<file path="src/rtl/adc_ctrl_pkg.sv">
// Package: shared types for the serial ADC conversion controller.
// Assumes: nothing beyond standard SystemVerilog.
package adc_ctrl_pkg;

    // Sequencer states for one conversion cycle.
    typedef enum logic [2:0] {
        ST_IDLE = 3'd0,
        ST_SEND = 3'd1,
        ST_WAIT = 3'd2,
        ST_READ = 3'd3,
        ST_DONE = 3'd4
    } ctl_state_t;

    // Build the command word: start marker, configuration field, mode bits 11.
    function automatic logic [7:0] make_cmd(input logic [4:0] cfg);
        return {1'b1, cfg, 2'b11};
    endfunction

endpackage

</file>
<file path="src/rtl/adc_sclk_gen.sv">
// Module: adc_sclk_gen
// Makes the serial clock from the system clock by counting HALF_CYC cycles
// per half period. It also gives single-cycle pulses in the cycle whose
// closing edge raises or lowers the serial clock.
// Assumes: run_i is only dropped on a cycle where the clock is low or falls.
module adc_sclk_gen #(
    parameter int HALF_CYC = 2
) (
    input  logic clk,
    input  logic rst_n,
    input  logic run_i,
    output logic sclk_o,
    output logic rise_o,
    output logic fall_o
);
    localparam int CW = (HALF_CYC > 1) ? $clog2(HALF_CYC) : 1;
    localparam logic [CW-1:0] LAST = CW'(HALF_CYC - 1);

    logic [CW-1:0] cnt_q;
    logic          sclk_q;
    logic          tick;

    assign tick   = run_i && (cnt_q == LAST);
    assign rise_o = tick && !sclk_q;
    assign fall_o = tick && sclk_q;
    assign sclk_o = sclk_q;

    // Half-period counter and clock toggle; both held at zero while stopped.
    always_ff @(posedge clk) begin
        if (!rst_n || !run_i) begin
            cnt_q  <= '0;
            sclk_q <= 1'b0;
        end else if (tick) begin
            cnt_q  <= '0;
            sclk_q <= ~sclk_q;
        end else begin
            cnt_q  <= cnt_q + 1'b1;
        end
    end

    // a stopped divider leaves the serial clock low.
    assert_gated_low_R4: assert property (@(posedge clk) disable iff (!rst_n)
        !run_i |=> !sclk_q);

endmodule

</file>
<file path="src/rtl/adc_strb_sync.sv">
// Module: adc_strb_sync
// Brings the asynchronous strobe into the clock domain through STAGES flops,
// then flags a high-to-low change of the synchronised value.
// Assumes: the strobe idles low, so the chain resets to zero.
module adc_strb_sync #(
    parameter int STAGES = 2
) (
    input  logic clk,
    input  logic rst_n,
    input  logic strb_i,
    output logic fall_o
);
    logic [STAGES:0] chain_q;

    // Synchroniser chain plus one extra stage for edge detection.
    always_ff @(posedge clk) begin
        if (!rst_n) chain_q <= '0;
        else        chain_q <= {chain_q[STAGES-1:0], strb_i};
    end

    assign fall_o = chain_q[STAGES] && !chain_q[STAGES-1];

    // an edge pulse never lasts two cycles.
    assert_single_edge_R5: assert property (@(posedge clk) disable iff (!rst_n)
        fall_o |=> !fall_o);

endmodule

</file>
<file path="src/rtl/adc_bit_shifter.sv">
// Module: adc_bit_shifter
// Holds the outgoing command shift register, the incoming reply shift
// register and a shared count of sampled rising edges.
// Assumes: sample_i pulses once per rising serial edge; MSB first both ways.
module adc_bit_shifter #(
    parameter int TX_W  = 8,
    parameter int RX_W  = 16,
    parameter int CNT_W = 5
) (
    input  logic             clk,
    input  logic             rst_n,
    input  logic             load_i,
    input  logic [TX_W-1:0]  tx_word_i,
    input  logic             clr_i,
    input  logic             tx_adv_i,
    input  logic             sample_i,
    input  logic             rx_bit_i,
    output logic             tx_bit_o,
    output logic [RX_W-1:0]  rx_word_o,
    output logic [CNT_W-1:0] cnt_o
);
    localparam int MAXW = (TX_W > RX_W) ? TX_W : RX_W;

    logic [TX_W-1:0]  tx_q;
    logic [RX_W-1:0]  rx_q;
    logic [CNT_W-1:0] cnt_q;

    // Command register: load at start, shift left at each falling edge.
    always_ff @(posedge clk) begin
        if (!rst_n)        tx_q <= '0;
        else if (load_i)   tx_q <= tx_word_i;
        else if (tx_adv_i) tx_q <= {tx_q[TX_W-2:0], 1'b0};
    end

    // Reply register: take one bit in at each sampled rising edge.
    always_ff @(posedge clk) begin
        if (!rst_n)        rx_q <= '0;
        else if (sample_i) rx_q <= {rx_q[RX_W-2:0], rx_bit_i};
    end

    // Edge counter: cleared at the start of each phase.
    always_ff @(posedge clk) begin
        if (!rst_n || load_i || clr_i) cnt_q <= '0;
        else if (sample_i)             cnt_q <= cnt_q + 1'b1;
    end

    assign tx_bit_o  = tx_q[TX_W-1];
    assign rx_word_o = rx_q;
    assign cnt_o     = cnt_q;

    // the counter never passes the longest phase.
    assert_cnt_bound_R6: assert property (@(posedge clk) disable iff (!rst_n)
        cnt_q <= CNT_W'(MAXW));

endmodule

</file>
<file path="src/rtl/adc_conv_ctrl.sv">
// Module: adc_conv_ctrl (top)
// Runs one conversion on an external serial ADC: command out, wait for the
// strobe to fall, 16-bit read, 12-bit result with valid. A watchdog ends the
// strobe wait after TIMEOUT_CYC cycles.
// Assumes: start_i is synchronous; adc_strb_i and adc_dout_i are external.
module adc_conv_ctrl #(
    parameter int HALF_CYC    = 2,
    parameter int TIMEOUT_CYC = 65536,
    parameter int CFG_W       = 5,
    parameter int RX_W        = 16,
    parameter int RES_W       = 12,
    parameter int SYNC_STAGES = 2
) (
    input  logic             clk,
    input  logic             rst_n,
    input  logic             start_i,
    input  logic [CFG_W-1:0] cfg_i,
    input  logic             adc_dout_i,
    input  logic             adc_strb_i,
    output logic             adc_cs_n_o,
    output logic             adc_sclk_o,
    output logic             adc_din_o,
    output logic [RES_W-1:0] result_o,
    output logic             valid_o,
    output logic             busy_o,
    output logic             error_o
);
    import adc_ctrl_pkg::*;

    localparam int TX_W  = CFG_W + 3;
    localparam int MAXW  = (TX_W > RX_W) ? TX_W : RX_W;
    localparam int CNT_W = $clog2(MAXW + 1);
    localparam int TO_W  = (TIMEOUT_CYC > 1) ? $clog2(TIMEOUT_CYC) : 1;
    localparam logic [TO_W-1:0]  TO_LAST = TO_W'(TIMEOUT_CYC - 1);
    localparam logic [CNT_W-1:0] TX_END  = CNT_W'(TX_W);
    localparam logic [CNT_W-1:0] RX_END  = CNT_W'(RX_W);

    ctl_state_t       st_q, st_d;
    logic [TO_W-1:0]  wcnt_q;
    logic             err_q;
    logic [RES_W-1:0] res_q;

    logic             run, rise, fall, sclk;
    logic             strb_fall;
    logic             load, clr, tx_adv;
    logic             tx_bit;
    logic [RX_W-1:0]  rx_word;
    logic [CNT_W-1:0] cnt;
    logic [TX_W-1:0]  cmd_word;

    assign cmd_word = {1'b1, cfg_i, 2'b11};
    assign run      = (st_q == ST_SEND) || (st_q == ST_READ);
    assign tx_adv   = (st_q == ST_SEND) && fall;

    adc_sclk_gen #(.HALF_CYC(HALF_CYC)) u_sclk (
        .clk(clk), .rst_n(rst_n), .run_i(run),
        .sclk_o(sclk), .rise_o(rise), .fall_o(fall)
    );

    adc_strb_sync #(.STAGES(SYNC_STAGES)) u_sync (
        .clk(clk), .rst_n(rst_n), .strb_i(adc_strb_i), .fall_o(strb_fall)
    );

    adc_bit_shifter #(.TX_W(TX_W), .RX_W(RX_W), .CNT_W(CNT_W)) u_shift (
        .clk(clk), .rst_n(rst_n), .load_i(load), .tx_word_i(cmd_word),
        .clr_i(clr), .tx_adv_i(tx_adv), .sample_i(rise),
        .rx_bit_i(adc_dout_i), .tx_bit_o(tx_bit), .rx_word_o(rx_word),
        .cnt_o(cnt)
    );

    // Next-state logic; a strobe edge wins over the timeout in the same cycle.
    always_comb begin
        st_d = st_q;
        load = 1'b0;
        clr  = 1'b0;
        case (st_q)
            ST_IDLE: if (start_i) begin
                st_d = ST_SEND;
                load = 1'b1;
            end
            ST_SEND: if (fall && cnt == TX_END) st_d = ST_WAIT;
            ST_WAIT: if (strb_fall) begin
                st_d = ST_READ;
                clr  = 1'b1;
            end else if (wcnt_q == TO_LAST) begin
                st_d = ST_IDLE;
            end
            ST_READ: if (fall && cnt == RX_END) st_d = ST_DONE;
            ST_DONE: st_d = ST_IDLE;
            default: st_d = ST_IDLE;
        endcase
    end

    // State register.
    always_ff @(posedge clk) begin
        if (!rst_n) st_q <= ST_IDLE;
        else        st_q <= st_d;
    end

    // Strobe-wait counter, running only while waiting.
    always_ff @(posedge clk) begin
        if (!rst_n || st_q != ST_WAIT) wcnt_q <= '0;
        else                           wcnt_q <= wcnt_q + 1'b1;
    end

    // Error flag: set on timeout abort, cleared by the next accepted start.
    always_ff @(posedge clk) begin
        if (!rst_n)
            err_q <= 1'b0;
        else if (st_q == ST_IDLE && start_i)
            err_q <= 1'b0;
        else if (st_q == ST_WAIT && !strb_fall && wcnt_q == TO_LAST)
            err_q <= 1'b1;
    end

    // Result register: keep the leading RES_W bits at the end of the read.
    always_ff @(posedge clk) begin
        if (!rst_n)
            res_q <= '0;
        else if (st_q == ST_READ && st_d == ST_DONE)
            res_q <= rx_word[RX_W-1 -: RES_W];
    end

    assign adc_cs_n_o = !((st_q == ST_SEND) || (st_q == ST_WAIT) || (st_q == ST_READ));
    assign adc_sclk_o = sclk;
    assign adc_din_o  = (st_q == ST_SEND) ? tx_bit : 1'b0;
    assign result_o   = res_q;
    assign valid_o    = (st_q == ST_DONE);
    assign busy_o     = (st_q != ST_IDLE);
    assign error_o    = err_q;

    // no serial clock while deselected.
    assert_sclk_idle_R4: assert property (@(posedge clk) disable iff (!rst_n)
        adc_cs_n_o |-> !adc_sclk_o);
    // clock held low during the strobe wait.
    assert_wait_quiet_R5: assert property (@(posedge clk) disable iff (!rst_n)
        (st_q == ST_WAIT) |-> !adc_sclk_o);
    // a selected converter always means busy.
    assert_busy_cover_R2: assert property (@(posedge clk) disable iff (!rst_n)
        !adc_cs_n_o |-> busy_o);
    // valid is a single-cycle pulse with chip select released.
    assert_valid_pulse_R7: assert property (@(posedge clk) disable iff (!rst_n)
        valid_o |=> !valid_o);
    assert_valid_release_R7: assert property (@(posedge clk) disable iff (!rst_n)
        valid_o |-> adc_cs_n_o);
    // an abort leaves the converter deselected and the block idle.
    assert_abort_idle_R8: assert property (@(posedge clk) disable iff (!rst_n)
        $rose(error_o) |-> (adc_cs_n_o && !busy_o && !valid_o));
    // the read phase never counts past the reply length.
    assert_read_len_R6: assert property (@(posedge clk) disable iff (!rst_n)
        (st_q == ST_READ) |-> (cnt <= RX_END));

endmodule

</file>
<file path="config.mk">
export PLATFORM = sky130hd
export DESIGN_NAME = adc_conv_ctrl
export DESIGN_NICKNAME = d
export VERILOG_FILES = /design/src/rtl/adc_ctrl_pkg.sv /design/src/rtl/adc_sclk_gen.sv /design/src/rtl/adc_strb_sync.sv /design/src/rtl/adc_bit_shifter.sv /design/src/rtl/adc_conv_ctrl.sv
export SDC_FILE = /design/constraint.sdc
export NUM_CORES = 1
export LEC_CHECK = 0
export ABC_CLOCK_PERIOD_IN_PS = 1350
export BUFFER_PORTS_ARGS = -buffer_cell sky130_fd_sc_hd__buf_2
export CAP_MARGIN = 0
export CORE_MARGIN = 5
export CORE_UTILIZATION = 52
export CTS_CLUSTER_SIZE = 12
export DETAILED_ROUTE_END_ITERATION = 6
export PLACE_DENSITY = 0.71
export SYNTH_ARGS = -nofsm -noshare
export SYNTH_HDL_FRONTEND = slang
export SYNTH_SLANG_ARGS = --single-unit
export TNS_END_PERCENT = 1
</file>
<file path="constraint.sdc">
create_clock -name clk -period 1.35 [get_ports clk]
set_input_delay 0.135 -clock clk [delete_from_list [all_inputs] [get_ports clk]]
set_output_delay 0.135 -clock clk [all_outputs]
set_load 0.01 [all_outputs]
</file>
==> results.yml <==
synth:
  syn-instance-count: 295
  synthDominantCellAreaShare: 0.498
  synth.distinct_cells: 37
  synthMuxAreaShare: 0.0755
  synth-xor-area-share: 0.0561
  ys_seq_area_frac: 0.498
  synthArstFlopShare: 0
  synth-seq-cells: 66
  synth.area.top_cells: "dfxtp_1 50%, mux2i_1 7.5%, nand2_1 6.4%, nor2_1 5.7%, a21oi_1 5.5%"
  synth_simple_gate_area_frac: 0.232
  synth_top_area_cell: "dfxtp_1"
  synth-main-ff-cell: "dfxtp_1"
  synth_edf_count: 0
  avgSynthCellArea_um2: 8.99
  synth_top_family_by_area: "simple AND/OR/NAND/NOR gates"
  syn_nets: 308
  yosys_warnings: 0
  synth-compound-area-share: 0.0858
  synth_adder_area_share: 0.0142
  syn-cell-area_um2: 2650
sta:
  setup_viol: 21
  rsz0062_at_grt: "yes"
  period_share: 1.05
  whs_ns: 0.0291
  hold_violations: 0
  tightest_slew_ns: 0.360
  slew_headroom: 0.759
  skew_ns: 0.00482
  drv_slew: 0
  layout_setup_ws_ns: -0.0611
  fmaxAchievable_ghz: 0.709
  finalCriticalPeriod_ns: 1.41
global_route:
  grtUsageTotal: 0.176
  grt_pass1_vias: 2060
  grt_max_degree: 33
  grt_pass1_wl_mm: 8.83
  antenna_found_initial: 0
  grt_overflow_total: 0
worst_setup_path:
  startpoint_type: "flop"
  cp.required_ns: 1.22
  rr_worst_depth: 7
  worstSetupPathDepth: 4
  end_kind: "primary output"
  cp.arrival_ns: 1.28
  path_buf_inv: 2
  max_stage_delay_ns: 0.33
  path_cells: "nand2b_4 -> buf_4 -> nor3b_2 -> buf_2"
  crit_type: "flop to primary output"
  slowest_stage: "dfxtp_2"
  worst-path-max-fanout: 5
  critPathTopFamily: "flip-flops"
cells_and_area:
  n_fill_cell: 397
  layout_common_cells: "56 x dfxtp_1, 45 x nand2_1, 40 x nor2_1"
  finalInstanceArea_um2: 3420
  nNetsFinal: 370
  drive_above_1_share: 0.307
  antennaDiodeCount: 0
  mostFrequentLayoutCell: "dfxtp_1"
  area_growth_pct: 28.8
  post-route-util: 0.677
drt:
  via_per_inst: 5.03
  drc: 0
  wl_per_cell_um: 11.8
  postRouteAntennaNets: 0
  wl_mm: 5.12
  drtIter0Drc: 68
  num_vias: 2175
  first_pass_iters: 5
clocking:
  cts_sinks: 66
  root_buffer: "clkbuf_8"
  cts_tree: "done"
  htreeDepth: 3
  cts_buffers: 9
  cts_buffer_depth: 2
  clk_latency_ns: 0.34
  clk_pin_slew_worst_paths_ns: 0.07
hold_path:
  hp-class: "input pin to flop"
  hold_depth: 3
flow_run:
  drv_cap: 0
placement:
  place_ws_ns: -0.0695
  gp_congestion: 0.808
  port_buffers: 27
  hpwlAfterDp_mm: 3.53
  placed_area_um2: 3080
floorplan:
  die_x_um: 81.4
  die_h_um: 81.4
  design.core.area_um2: 5040
  initial_utilization: 0.526
  num_io_pins: 28
  row_count: 26
  dieArea_um2: 6630
power_and_ir_drop:
  leakage_nw: 1.38
  ir_drop_v: 0.000702
  finalPower_mw: 4.12
  p_per_area_nw_per_um2: 1210
run_status:
  outcome: "complete, but fails checks"
  violations: "negative setup slack"
logic make-up after synthesis:
group	count (synthesis)
AND/OR/NAND/NOR	125
flip-flops	66
AO/OA/AOI/OAI	44
buffers and inverters	20
multiplexers	20
XOR/XNOR	17
adder cells (fa/ha/maj)	3
sequential cells by signal, summed over array words and instances (netlist names):
| signal | count |
|---|---|
| u_shift.cnt_o | 5 |
| wcnt_q | 16 |
| u_sync.chain_q | 3 |
| u_sclk.cnt_q | 1 |
| st_q | 3 |
| u_shift.tx_q | 8 |
| result_o | 12 |
| u_sclk.sclk_o | 1 |
| error_o | 1 |
| u_shift.rx_word_o | 16 |
through the flow:
step                std cells  setup TNS, ns
floorplan                 295       -0.00182
global route              432          -3.32
detailed placement        412         -0.819
global placement          412         -0.226
CTS                       432         -0.493
finish                    432         -0.314
routing by layer:
metal  global-route usage  vias to the layer above  part of all wire
li1                     -                     1114                 -
met1                0.212                     1023              0.48
met2                0.278                       28              0.47
met3               0.0439                       10             0.028
met4                0.117                        0             0.025
met5                    0                        -                 0
repair_timing:
item                                    4_1_cts  5_1_grt
resized for setup                             7       15
hold endpoints to repair                      1        0
pin swaps                                     4        2
hold buffers                                  1        0
endpoints found under the setup margin       40       51
buffers inserted                              3        0
report_power, final:
| part | total [mW] | internal, mW | leakage [nW] | switching [mW] |
|---|---|---|---|---|
| Clock | 1.95 | 1.22 | 0.120 | 0.730 |
| Sequential | 1.99 | 1.98 | 0.539 | 0.0170 |
| Combinational | 0.179 | 0.0866 | 0.725 | 0.0928 |
final cells by class:
| class | instances | area [um2] | share of cell area |
|---|---|---|---|
| Tap cell | 70 | 87.6 | 0.0256 |
| Multi-Input combinational cell | 209 | 1280 | 0.376 |
| Inverter | 7 | 26.3 | 0.00769 |
| Clock inverter | 6 | 105 | 0.0308 |
| Clock buffer | 10 | 128 | 0.0374 |
| Sequential cell | 66 | 1330 | 0.390 |
| Timing Repair Buffer | 64 | 452 | 0.132 |
tightest hold or removal path: stages:
cell and delay, ns:
buf_2 0.10, nand2_1 0.04, a21oi_1 0.05
final timing paths:
check	end	startpoint	slack [ns]
min	u_shift.rx_word_o[0]$_SDFFE_PN0P_	adc_dout_i	0.03
max	adc_din_o	st_q[2]$_SDFF_PN0_	-0.06
min reg2reg	u_sync.chain_q[1]$_SDFF_PN0_	u_sync.chain_q[0]$_SDFF_PN0_	0.44
max reg2reg	result_o[2]$_SDFFE_PN0P_	u_shift.cnt_o[0]$_SDFFE_PP0P_	-0.03
cells in the mapped netlist (all sizes together), types with 4 or more instances:
library cell,n
dfxtp,66
nor2,40
o21ai,11
xnor2,10
nor3,6
xor2,7
nor3b,4
a21oi,29
nand3,9
clkbuf,4
nand4,4
mux2i,20
nand2,46
inv,7
buf,9
Power figures use the tool's default switching activity.
